$ cat config.mk
export PLATFORM = sky130hd
export DESIGN_NAME = irq_bid_arbiter
export DESIGN_NICKNAME = d
export VERILOG_FILES = /design/src/rtl/irq_bid_arbiter.sv
export SDC_FILE = /design/constraint.sdc
export NUM_CORES = 1
export LEC_CHECK = 0
export BUFFER_PORTS_ARGS = -buffer_cell sky130_fd_sc_hd__buf_2
export CORE_MARGIN = 10
export CORE_UTILIZATION = 31
export DETAILED_ROUTE_END_ITERATION = 16
export HOLD_SLACK_MARGIN = 0.03
export PLACE_DENSITY = 0.6
export SLEW_MARGIN = 0
export SYNTH_ARGS = -nofsm -noshare
export SYNTH_HDL_FRONTEND = slang
export SYNTH_SLANG_ARGS = --single-unit
$ cat constraint.sdc
create_clock -name clk -period 3.8 [get_ports clk]
set_clock_uncertainty 0.2 [all_clocks]
set_input_delay 0.38 -clock clk [delete_from_list [all_inputs] [get_ports clk]]
set_output_delay 0.38 -clock clk [all_outputs]
set_load 0.01 [all_outputs]
$ cat src/rtl/irq_bid_arbiter.sv
module irq_bid_arbiter #(
  parameter int NCH       = 4,
  parameter int CH_W      = 2,
  parameter int TY_W      = 2,
  parameter int LV_W      = 6,
  parameter int ROUND_LEN = 22
) (
  input  logic                     clk,
  input  logic                     rst_n,
  input  logic [NCH*3-1:0]         src_en,
  input  logic [NCH*LV_W-1:0]      rx_fill,
  input  logic [NCH*LV_W-1:0]      tx_empty,
  input  logic [NCH*LV_W-1:0]      cos_prio,
  input  logic [NCH-1:0]           rx_err,
  input  logic [LV_W+TY_W+CH_W-1:0] thresh,
  input  logic                     iack,
  input  logic                     upd_cir,
  output logic                     irq_n,
  output logic                     cir_valid,
  output logic                     cir_err,
  output logic [CH_W-1:0]          cir_chan,
  output logic [TY_W-1:0]          cir_type,
  output logic [LV_W-1:0]          cir_level,
  output logic [CH_W+TY_W-1:0]     gsel
);
  localparam int NTY   = 3;
  localparam int NSRC  = NCH * NTY;
  localparam int BID_W = LV_W + TY_W + CH_W;
  localparam int CNT_W = $clog2(ROUND_LEN);
  localparam int BI_W  = $clog2(BID_W);

  logic [BID_W-1:0] bid  [NSRC];
  logic [BID_W-1:0] snap [NSRC];
  logic [NSRC-1:0]  err_vec, err_q, alive, col, hit;
  logic [CNT_W-1:0] cnt;
  logic [BI_W-1:0]  scan_bit;
  logic [BID_W-1:0] acc, th_q, win_bid;
  logic             win_ok, win_err, in_scan, last;
  logic [BID_W+1:0] cir_q;

  for (genvar ch = 0; ch < NCH; ch++) begin : g_ch
    for (genvar t = 0; t < NTY; t++) begin : g_ty
      localparam int S = ch * NTY + t;
      logic [LV_W-1:0] lvl;
      if (t == 2) begin : g_rx
        assign lvl = rx_fill[ch*LV_W +: LV_W];
        assign err_vec[S] = rx_err[ch];
      end else if (t == 1) begin : g_tx
        assign lvl = tx_empty[ch*LV_W +: LV_W];
        assign err_vec[S] = 1'b0;
      end else begin : g_os
        assign lvl = cos_prio[ch*LV_W +: LV_W];
        assign err_vec[S] = 1'b0;
      end
      assign bid[S] = {lvl, TY_W'(t), CH_W'(ch)};
    end
  end

  assign last     = (cnt == CNT_W'(ROUND_LEN - 1));
  assign in_scan  = (cnt != '0) && (cnt <= CNT_W'(BID_W));
  assign scan_bit = BI_W'(CNT_W'(BID_W) - cnt);

  always_comb begin
    for (int s = 0; s < NSRC; s++) col[s] = in_scan ? snap[s][scan_bit] : 1'b0;
  end
  assign hit = alive & col;

  always_ff @(posedge clk) begin
    if (!rst_n) begin
      cnt     <= '0;
      alive   <= '0;
      err_q   <= '0;
      acc     <= '0;
      th_q    <= '0;
      win_bid <= '0;
      win_ok  <= 1'b0;
      win_err <= 1'b0;
      irq_n   <= 1'b1;
      cir_q   <= '0;
      for (int s = 0; s < NSRC; s++) snap[s] <= '0;
    end else begin
      cnt <= last ? '0 : cnt + 1'b1;
      if (cnt == '0) begin
        snap  <= bid;
        alive <= src_en;
        err_q <= err_vec;
        th_q  <= thresh;
        acc   <= '0;
      end else if (in_scan) begin
        if (|hit) alive <= hit;
        acc[scan_bit] <= |hit;
      end
      if (last) begin
        win_bid <= acc;
        win_ok  <= |alive;
        win_err <= |(alive & err_q);
        irq_n   <= !((|alive) && (acc > th_q));
      end
      if (iack || upd_cir) cir_q <= {win_ok, win_err, win_bid};
    end
  end

  assign cir_valid = cir_q[BID_W+1];
  assign cir_err   = cir_q[BID_W];
  assign cir_level = cir_q[BID_W-1 -: LV_W];
  assign cir_type  = cir_q[CH_W +: TY_W];
  assign cir_chan  = cir_q[0 +: CH_W];
  assign gsel      = {cir_chan, cir_type};
endmodule

-- Word level (Yosys, flattened, before mapping)
Index checks and enable logic that the tools add are counted.
Widths: inputs -> output; s select.
- $add $sub $neg: 2
- $mul: 0
- divide/modulo/power cells: 0
- order comparisons: 4
- equality and inequality tests: 1
- shift-type cells: 0
- muxes and demuxes: 42
- bitwise operators: 3
- reduce and logical (&&, ||, !) cells: 15
- operators with widths (kind ; number):
    $bmux 1 s4 ; 12
    $mux 12 ; 3
    $reduce_or 12->1 ; 3
    $mux 1 ; 25
    $and 12x12->12 ; 2
    $bwmux 10 ; 1
    $gt 10x10->1 ; 1
    $add 5x1->5 const B ; 1
    $eq 5x5->1 const B ; 1
    $le 5x4->1 const B ; 1
    $logic_not 5->1 ; 1
    $lt 4x5->1 const B ; 1
    $reduce_bool 5->1 ; 1
    $demux 1 s4 ; 1
    $ge 4x1->1 const B ; 1
    $reduce_bool 2->1 ; 2
    $reduce_or 2->1 ; 2
    $sub 4x4->4 const A ; 1
    $logic_and 1x1->1 ; 3
    $reduce_and 2->1 ; 1
    $logic_not 1->1 ; 1
    $logic_or 1x1->1 ; 1
    $not 1->1 ; 1
- flip-flop bits (word level): 158
- bits in latches: 0
- bits in writable memories: 0
- ROM bits: 0
- bits of input ports: 102
- output and inout port bits: 17
- word-level logic and storage cells: 89
- memories: 0

-- Longest topological paths before layout
Gate-level depths: netlist (run 1).
- depth after elaboration: 9
- gate-level depth with buffers: 14
- depth with buffers taken out: 9

-- Least setup slack after synthesis (run 1)
Ideal clock, no wire load.
- path type: flip-flop to flip-flop
- start: register cnt[0]
- end: register alive[10]
- library setup time: 0.119 ns
- data arrival time: 3.437 ns
- required time: 3.481 ns
- path slack: 0.044 ns
- cell stages (with the launch flop): 13
- clock period less this slack: 3.756 ns
- cell sequence: dfxtp_1 > clkbuf_8 > buf_4 > inv_1 > ha_1 > buf_1 > mux4_2 > mux2_2 > a32oi_1 > o211ai_1 > a2111oi_4 > a41oi_4 > o221a_2
- cells in the longest elaborated chain, start to end: 8
- elaborated cells between the ends (all ways): 49
- RTL lines (element ; line ; RTL):
    start, declared ; 35 ; logic [CNT_W-1:0] cnt;
    start signal, assigned ; 82 ; cnt <= last ? '0 : cnt + 1'b1;
    $sub 4x4->4 ; 61 ; assign scan_bit = BI_W'(CNT_W'(BID_W) - cnt);
    $bmux 1 s4 ; 64 ; for (int s = 0; s < NSRC; s++) col[s] = in_scan ? snap[s][scan_bit] : 1'b0;
    $mux 1 (not written as such) ; 64 ;
    $mux 1 ; 64 ;
    $and 12x12->12 ; 66 ; assign hit = alive & col;
    $reduce_or 12->1 / $mux 12 (equally long branches) ; 90 ; if (|hit) alive <= hit;
    $reduce_bool 2->1 (no line) / $mux 12 (equally long branches) ; -- ;
    $reduce_and 2->1 (no line) / $mux 12 (equally long branches) ; -- ;
    end signal, assigned ; 85 ; alive <= src_en;
    end signal, assigned ; 90 ;
    end, declared ; 34 ; logic [NSRC-1:0] err_vec, err_q, alive, col, hit;
Several ways; a longest one is shown, not always the timed one. The select of a mux whose other input is x is not followed.
A chain may end at the register's enable or synchronous reset.

-- Worst setup path after layout (run 1)
- start: register cnt[0]
- end: register alive[11]
Same word-level chain as after synthesis.

==> results of run 1 <==
-- kinds of logic (layout without fill, tap and decap cells) --
kind of cell,count (synthesis),in the layout
compound gates,205,205
xor+xnor,8,8
flops,139,139
mux,24,24
simple gates,336,336
buf+inv,76,271
fa+ha+maj,15,15
-- what timing repair did --
action	in CTS	in global routing
endpoints found under the hold margin	86	0
resized for setup	0	1
setup endpoints to repair	0	12
setup buffers	0	0
hold buffers	86	0
-- cells in the mapped netlist (all sizes together), types with 5 or more instances --
master	count	area, sq um
a21oi	132	664
mux2	6	67.6
ha	15	188
nor2	31	116
nand3	15	75.1
a211oi	12	90.1
nor2b	9	56.3
inv	19	71.3
mux4	12	270
o22ai	8	50.1
dfxtp	139	2780
xor2	5	43.8
mux2i	6	60.1
nand2	239	897
clkbuf	36	145
and3	15	93.8
buf	21	110
o21ai	14	70.1
-- per-layer routing --
metal  wire length [microns]  GRT usage (%)  vias to the layer above
met4                     330           4.35                        0
met1                    8630           17.9                     2846
met3                    1180           4.68                       23
li1                        -              -                     3122
met2                    9330           24.1                      147
met5                       0              0                        -
-- final cells by class --
cell class | instances | share of cell area [%]
clock inverters | 14 | 1.81
well taps | 270 | 3.88
repair buffers | 220 | 18.1
clock buffers | 18 | 5.05
inverters | 19 | 0.835
flip-flops and latches | 139 | 32.0
multi-input cells | 588 | 38.3
-- worst min-delay path, cell delays in order --
cell,delay (ns)
buf_2,0.12
nand2_1,0.05
a311oi_1,0.08
-- metrics by stage --
step | instance area, sq um | cells | worst slack, ns
2_1_floorplan | 6430 | 803 | 0.0438
3_3_place_gp | 7240 | 1150 | 0.345
3_5_place_dp | 7240 | 1150 | 0.239
4_1_cts | 8690 | 1268 | 0.219
5_1_grt | 8700 | 1268 | 0.107
6_report | 8700 | 1268 | 0.277
-- worst min path at each step --
stage                          from    endpoint  slack (ns)  depth (start not counted)
after floorplan              acc[0]  win_bid[0]        0.23                          2
after global routing      src_en[7]    alive[7]        0.06                          3
final                     src_en[4]    alive[4]        0.05                          3
after global placement     cir_q[7]    cir_q[7]        0.24                          2
after detailed placement   cir_q[8]    cir_q[8]        0.24                          2
after CTS                 src_en[4]    alive[4]        0.04                          3
-- power breakdown --
part	switching [mW]	internal, mW	total, mW
clock network	0.672	0.995	1.67
logic	0.402	0.313	0.715
registers	0.0787	1.57	1.64
total	1.15	2.87	4.03
-- registers in the layout, indices dropped and copies added, names as in the netlist --
signal,count
snap,73
alive,12
cir_q,12
acc,10
th_q,10
win_bid,10
cnt,5
err_q,4
irq_n,1
win_err,1
win_ok,1
==> results.toml, run 1 <==
[run_status]
status = "finished, final reports clean"

[timing]
min_period_over_period_pct = 92.7
rsz0062_at_grt = "no"
setup_viol = 0
slew_headroom_pct = 51.9
clock.fmax_mhz = 284
drv_slew = 0
setup_tns_ns = 0
holdWs_ns = 0.0535
tightest_slew_ns = 0.719
post-route-min-period_ns = 3.52
final-hold-violation-count = 0

[clocking]
cts-root-buf = "clkbuf_16"
htree_num_levels = 4
clock_path_buffers = 2
cts-buffers-inserted = 17
cts_tree = "yes"
clk_transition_reported_paths_ns = 0.06
clkSinkCount = 139
clk_latency_ns = 0.43

[drt]
drt_iter0_drc = 352
first_pass_iters = 5
ant_nets = 0
drt_wl_total_microns = 19500
drcViolationCount = 0
wl_per_cell_microns = 15.4
viasPerCell = 4.84
vias = 6138

[critical_path]
worstSetupPathDepth = 11
rrSetupSlack_ns = 0.28
path_common_cell = "buf_4"
startpoint = "cnt[0]"
path_buf_inv = 3
cp.required_ns = 3.92
r2r_end = "alive[11]"
cp_max_fo = 13
slowest_stage = "a2111oi_4"
crit_type = "flop to flop"
ff2ff_path_depth = 11
worstSetupStartpointType = "flop"
reg2reg_from = "cnt[0]"
crit_end = "alive[11]"
cpLargestDelayFamily = "compound AO/OA/AOI/OAI gates"
worst_setup_path_end_kind = "flop"
cp.arrival_ns = 3.64
slowest_delay_ns = 0.45
path_cells = "inv_1 -> ha_1 -> buf_4 -> or3b_2 -> o32ai_1 -> buf_4 -> a32oi_1 -> or3b_1 -> a2111oi_4 -> a41oi_4 -> o221a_1"

[synth]
synth_top_family_by_area = "simple AND/OR/NAND/NOR gates"
synth-async-reset-ratio_pct = 0
seq_area_frac_synth_pct = 43.3
synth_seq_cells = 139
synth_compound_area_share_pct = 19.2
avgSynthCellArea_sq_um = 8.01
ys_warn_count = 0
yosysUniqueCellTypes = 62
synth-simple-area-share_pct = 22.3
synthMuxAreaShare_pct = 6.19
ys.flop_type = "dfxtp_1"
synth-xor-area-share_pct = 1.09
synthesis.area_sq_um = 6430
synthAdderAreaFrac_pct = 2.92
synth_edf_count = 0
synth_cells = 803
synth_nets = 920

[place]
io_buffers = 118
hpwl_microns = 14000
routabilityCongestion = 0.930

[layout]
final_common_cell = "nand2_1"
area_growth_pct = 35.2
diodes = 0
drive_gt1_share_pct = 19.5
final_cell_mix = "nand2_1, dfxtp_1, a21oi_1"
nets = 1102
seqCellArea_sq_um = 2780
multi_input_area_sq_um = 3330
fillers = 2141
utilization_pct = 42.8

[power]
total_power_mw = 4.03
ir_drop_uv = 367
powerDensity_nw_per_um2 = 463
p_leak_nw = 3.54

[grt]
grt_pass1_wl_microns = 31500
grt_pass1_vias = 6183
antenna_found_initial = 0
grt_max_degree = 57
grt.total_usage_pct = 14.6
grt_overflow_total = 0

[floorplan]
rows = 52
die_h_microns = 164
core_area_sq_um = 20300
die_w_microns = 164
dieArea_sq_um = 26900
io_pins = 119
start_util_pct = 31.7

[job]
drv_cap = 0

[min_path]
hold_path.class = "input port to flop"
Power figures use the tool's default switching activity.
==> run 2, diff against run 1 <==
--- a/config.mk
+++ b/config.mk
@@ -6,11 +6,13 @@
 export NUM_CORES = 1
 export LEC_CHECK = 0
 export BUFFER_PORTS_ARGS = -buffer_cell sky130_fd_sc_hd__buf_2
+export CELL_PAD_IN_SITES_DETAIL_PLACEMENT = 0
+export CELL_PAD_IN_SITES_GLOBAL_PLACEMENT = 1
 export CORE_MARGIN = 10
 export CORE_UTILIZATION = 31
 export DETAILED_ROUTE_END_ITERATION = 16
 export HOLD_SLACK_MARGIN = 0.03
-export PLACE_DENSITY = 0.6
+export PLACE_DENSITY = 0.75
 export SLEW_MARGIN = 0
 export SYNTH_ARGS = -nofsm -noshare
 export SYNTH_HDL_FRONTEND = slang
==> run 2 against run 1 <==
  * Combinational power is essentially flat
  * Routed wire length shrank 0.42%
  * Highest routed layer unchanged
  * Worst setup slack lost 0.043 ns
  * First-iteration DRC count grew 2.8%
  * Register-to-register slack lost 0.04 ns
  * Largest cell class unchanged
  * Via count is essentially flat
  * Largest power group unchanged
  * Critical path depth shrank 1
  * Flip-flop and latch count is the same
  * Cell count is essentially flat
==> results.toml, run 2 (synthesis results as in run 1) <==
[run_status]
status = "finished, final reports clean"

[drt]
drt_iter0_drc = 362
first_pass_iters = 5
viasPerCell = 4.84
wl_per_cell_microns = 15.3
drt_wl_total_microns = 19400
vias = 6137
drcViolationCount = 0
ant_nets = 0

[critical_path]
cp_max_fo = 10
cp.required_ns = 3.91
worst_setup_path_end_kind = "flop"
worstSetupStartpointType = "flop"
crit_type = "flop to flop"
cp.arrival_ns = 3.68
path_cells = "inv_1 -> ha_1 -> buf_4 -> and3_1 -> mux2_2 -> a32oi_1 -> or3b_1 -> a2111oi_4 -> a41oi_4 -> o221a_2"
slowest_stage = "a2111oi_4"
slowest_delay_ns = 0.47

[layout]
largest_reg_flops = 73
fillers = 2080
final_cell_mix = "nand2_1, dfxtp_1, a21oi_1"
seqCellArea_sq_um = 2780
drive_gt1_share_pct = 19.4
reg_top3 = "snap (73), alive (12), cir_q (12)"
multi_input_area_sq_um = 3330
regMostFlops = "snap"
diodes = 0
final_common_cell = "nand2_1"
nets = 1103
area_growth_pct = 35.4

[timing]
setup_tns_ns = 0
rsz0062_at_grt = "no"
slew_headroom_pct = 45.4
post-route-min-period_ns = 3.57
clock.fmax_mhz = 280
drv_slew = 0
final-hold-violation-count = 0
setup_viol = 0
tightest_slew_ns = 0.819
min_period_over_period_pct = 93.8

[grt]
grt_pass1_vias = 6139
grt.total_usage_pct = 14.5
antenna_found_initial = 0
grt_pass1_wl_microns = 31400
grt_overflow_total = 0
grt_max_degree = 79

[floorplan]
start_util_pct = 31.7
core_area_sq_um = 20300
io_pins = 119
die_w_microns = 164
rows = 52
dieArea_sq_um = 26900
die_h_microns = 164

[place]
routabilityCongestion = 0.871
hpwl_microns = 13900
io_buffers = 118

[clocking]
clk_transition_reported_paths_ns = 0.06
htree_num_levels = 4
cts_tree = "yes"
clkSinkCount = 139
cts-root-buf = "clkbuf_16"
cts-buffers-inserted = 17
clk_latency_ns = 0.43
clock_path_buffers = 2

[power]
powerDensity_nw_per_um2 = 463
total_power_mw = 4.03
p_leak_nw = 3.54
ir_drop_uv = 283

[job]
drv_cap = 0

[min_path]
hold_path.class = "input port to flop"
run 2: cell count changes in the layout (fill, tap and decap cells not counted):
cell,change
clkinv_4,-2
clkbuf_8,+3
clkinvlp_4,+2
clkbuf_1,+2
inv_6,-5
buf_4,+1
run 2: layout make-up:
type	instances	area share, %
well taps	270	3.88
clock inverters	9	1.28
flip-flops and latches	139	32.0
repair buffers	221	18.1
clock buffers	23	5.61
multi-input cells	588	38.3
inverters	19	0.834
run 2: layer usage:
layer | part of all wire [%] | vias up | GRT usage, %
met2 | 50 | 145 | 24.3
met4 | 0.92 | 0 | 3.66
li1 | - | 3126 | -
met5 | 0 | - | 0
met3 | 4.8 | 18 | 3.85
met1 | 45 | 2848 | 18.0
run 2: where the power goes:
| group | switching, mW | internal [mW] | total [mW] |
|---|---|---|---|
| Sequential | 0.0775 | 1.57 | 1.64 |
| Combinational | 0.406 | 0.312 | 0.718 |
| Clock | 0.636 | 1.04 | 1.67 |
run 2: worst paths after layout:
kind	startpoint	end	slack (ns)	depth (start not counted)
hold / removal	src_en[4]	alive[4]	0.07	3
setup / recovery	cnt[0]	alive[10]	0.23	10
hold reg to reg	cir_q[5]	cir_q[5]	0.25	2
setup reg to reg	cnt[0]	alive[10]	0.23	10
run 2: metrics by stage:
stage	area (sq um)	cells	worst slack (ns)	hold slack [ns]	util (%)
2_1_floorplan	6430	803	0.0438	0.232	-
3_3_place_gp	7240	1151	0.335	0.238	35.7
3_5_place_dp	7240	1151	0.268	0.244	35.7
4_1_cts	8700	1269	0.249	0.0488	42.9
5_1_grt	8710	1269	0.0120	0.0671	42.9
6_report	8710	1269	0.235	0.0667	42.9
run 2: worst max-delay path: cells and delay by family (launching register included):
kind / cells / cell delay (ns)
fa+ha+maj: 1 / 0.37
buf+inv: 2 / 0.31
flops: 1 / 0.38
mux: 1 / 0.26
compound gates: 4 / 1.32
simple gates: 2 / 0.61
run 2: what timing repair did:
item | in CTS | in global routing
hold buffers | 86 | 0
resized for setup | 0 | 1
setup endpoints to repair | 0 | 2
setup buffers | 0 | 0
hold endpoints to repair | 86 | 0
==> run 3, diff against run 2 <==
--- a/config.mk
+++ b/config.mk
@@ -8,6 +8,7 @@
 export BUFFER_PORTS_ARGS = -buffer_cell sky130_fd_sc_hd__buf_2
 export CELL_PAD_IN_SITES_DETAIL_PLACEMENT = 0
 export CELL_PAD_IN_SITES_GLOBAL_PLACEMENT = 1
+export CORE_ASPECT_RATIO = 0.7
 export CORE_MARGIN = 10
 export CORE_UTILIZATION = 31
 export DETAILED_ROUTE_END_ITERATION = 16
==> run 3 against run 2 <==
  * Register-to-register slack worse by 0.07 ns
  * Worst setup slack worse by 0.067 ns
  * First-iteration DRC count up 38%
  * Global-route usage up 0.51 points
==> results.toml, run 3 (synthesis results as in run 1) <==
[run_status]
status = "finished, final reports clean"

[layout]
multi_input_area_sq_um = 3330
nets = 1086
regMostFlops = "snap"
seqCellArea_sq_um = 2780
final_common_cell = "nand2_1"
area_growth_pct = 32.3
reg_top3 = "snap (73), alive (12), cir_q (12)"
largest_reg_flops = 73
layoutNonFillerInstCount = 1253
final_cell_mix = "nand2_1, dfxtp_1, a21oi_1"
fin_area_sq_um = 8510
drive_gt1_share_pct = 19.7
fillers = 2050

[place]
io_buffers = 118
routabilityCongestion = 0.889
place_area_sq_um = 7220
placedCellCount = 1148
hpwl_microns = 14500

[clocking]
cts_tree = "yes"
clk_latency_ns = 0.42
cts-root-buf = "clkbuf_16"
clk_transition_reported_paths_ns = 0.07
cts_setup_buffers = 0
clock_path_buffers = 2
htree_num_levels = 4
clkSinkCount = 139
cts-buffers-inserted = 17

[critical_path]
path_cells = "buf_4 -> ha_1 -> xnor2_1 -> mux2_2 -> a32oi_1 -> or3b_1 -> a2111oi_4 -> a41oi_4 -> o221a_1"
path_buf_inv = 1
slowest_stage = "a2111oi_4"
cp_max_fo = 14
cp.required_ns = 3.91
worstSetupStartpointType = "flop"
cp.arrival_ns = 3.74
crit_type = "flop to flop"
cpLargestDelayFamily = "compound AO/OA/AOI/OAI gates"
rrSetupSlack_ns = 0.17
slowest_delay_ns = 0.47
worst_setup_path_end_kind = "flop"

[timing]
slew_headroom_pct = 51.4
final-hold-violation-count = 0
clock.fmax_mhz = 275
setup_viol = 0
tightest_slew_ns = 0.726
drv_slew = 0
post-route-min-period_ns = 3.63
min_period_over_period_pct = 95.6
setup_tns_ns = 0
rsz0062_at_grt = "no"

[grt]
grt_max_degree = 63
antenna_found_initial = 1
grt_pass1_wl_microns = 32600
grt_pass1_vias = 6026
grt.total_usage_pct = 15.0
grt_overflow_total = 0

[floorplan]
die_h_microns = 141
start_util_pct = 32.0
io_pins = 119
dieArea_sq_um = 27000
rows = 43
die_w_microns = 192
core_area_sq_um = 20100

[drt]
drt_wl_total_microns = 20300
ant_nets = 0
viasPerCell = 4.86
drt_iter0_drc = 499
wl_per_cell_microns = 16.2
vias = 6088
drcViolationCount = 0
first_pass_iters = 4

[job]
drv_cap = 0

[min_path]
hold_path.class = "input port to flop"

[power]
total_power_mw = 3.94
p_leak_nw = 3.46
ir_drop_uv = 290
powerDensity_nw_per_um2 = 463
==> run 3: cell count changes in the layout (fill, tap and decap cells not counted) <==
cell           previous run  this run
bufinv_16                 2         0
buf_4                    17        14
clkinvlp_4                5         3
dlygate4sd3_1            86        72
diode_2                   0         1
inv_6                     1         4
clkbuf_1                  2         0
inv_8                     0         1
clkinv_4                  0         4
clkbuf_8                  4         2
==> run 3: layout make-up <==
type / count / area share [%]
tap: 270 / 3.97
inverter: 19 / 0.853
antenna: 1 / 0.0294
sequential: 139 / 32.7
timing repair buffer: 204 / 16.6
clock inverter: 13 / 1.28
multi-input combinational: 588 / 39.2
clock buffer: 19 / 5.32
==> run 3: final timing paths <==
check / end / depth (start not counted) / start
setup / recovery: alive[11] / 9 / cnt[1]
hold / removal: th_q[8] / 3 / thresh[8]
setup reg to reg: alive[11] / 9 / cnt[1]
hold reg to reg: cir_q[11] / 2 / cir_q[11]
==> run 3: timing repair <==
action,4_1_cts,5_1_grt
gates resized for setup,0,1
endpoints found under the hold margin,72,0
hold buffers,72,0
setup endpoints to repair,0,12
==> run 3: tightest hold or removal path: stages <==
cell	delay [ns]
buf_2	0.09
nand2_1	0.07
a21oi_1	0.06
==> run 3: per-layer routing <==
| layer | part of all wire, % | up-vias | wire length (microns) | GRT usage [%] |
|---|---|---|---|---|
| met5 | 0 | - | 0 | 0 |
| met2 | 40 | 171 | 8110 | 20.2 |
| met1 | 53 | 2820 | 10800 | 22.6 |
| met4 | 0.52 | 0 | 105 | 2.81 |
| met3 | 6.6 | 10 | 1340 | 4.41 |
| li1 | - | 3087 | - | - |
==> run 3: through the flow <==
stage          setup slack, ns  hold slack, ns  utilization, %
2_1_floorplan           0.0438           0.232               -
5_1_grt                 0.0329          0.0383            42.4
4_1_cts                  0.140          0.0330            42.4
3_5_place_dp             0.149           0.243            36.0
6_report                 0.168          0.0346            42.4
3_3_place_gp             0.251           0.239            36.0
==> run 3: power by group <==
part           switching, mW  internal (mW)  total [mW]
clock network          0.697          0.885        1.58
logic                  0.416          0.299       0.715
registers             0.0801           1.57        1.65
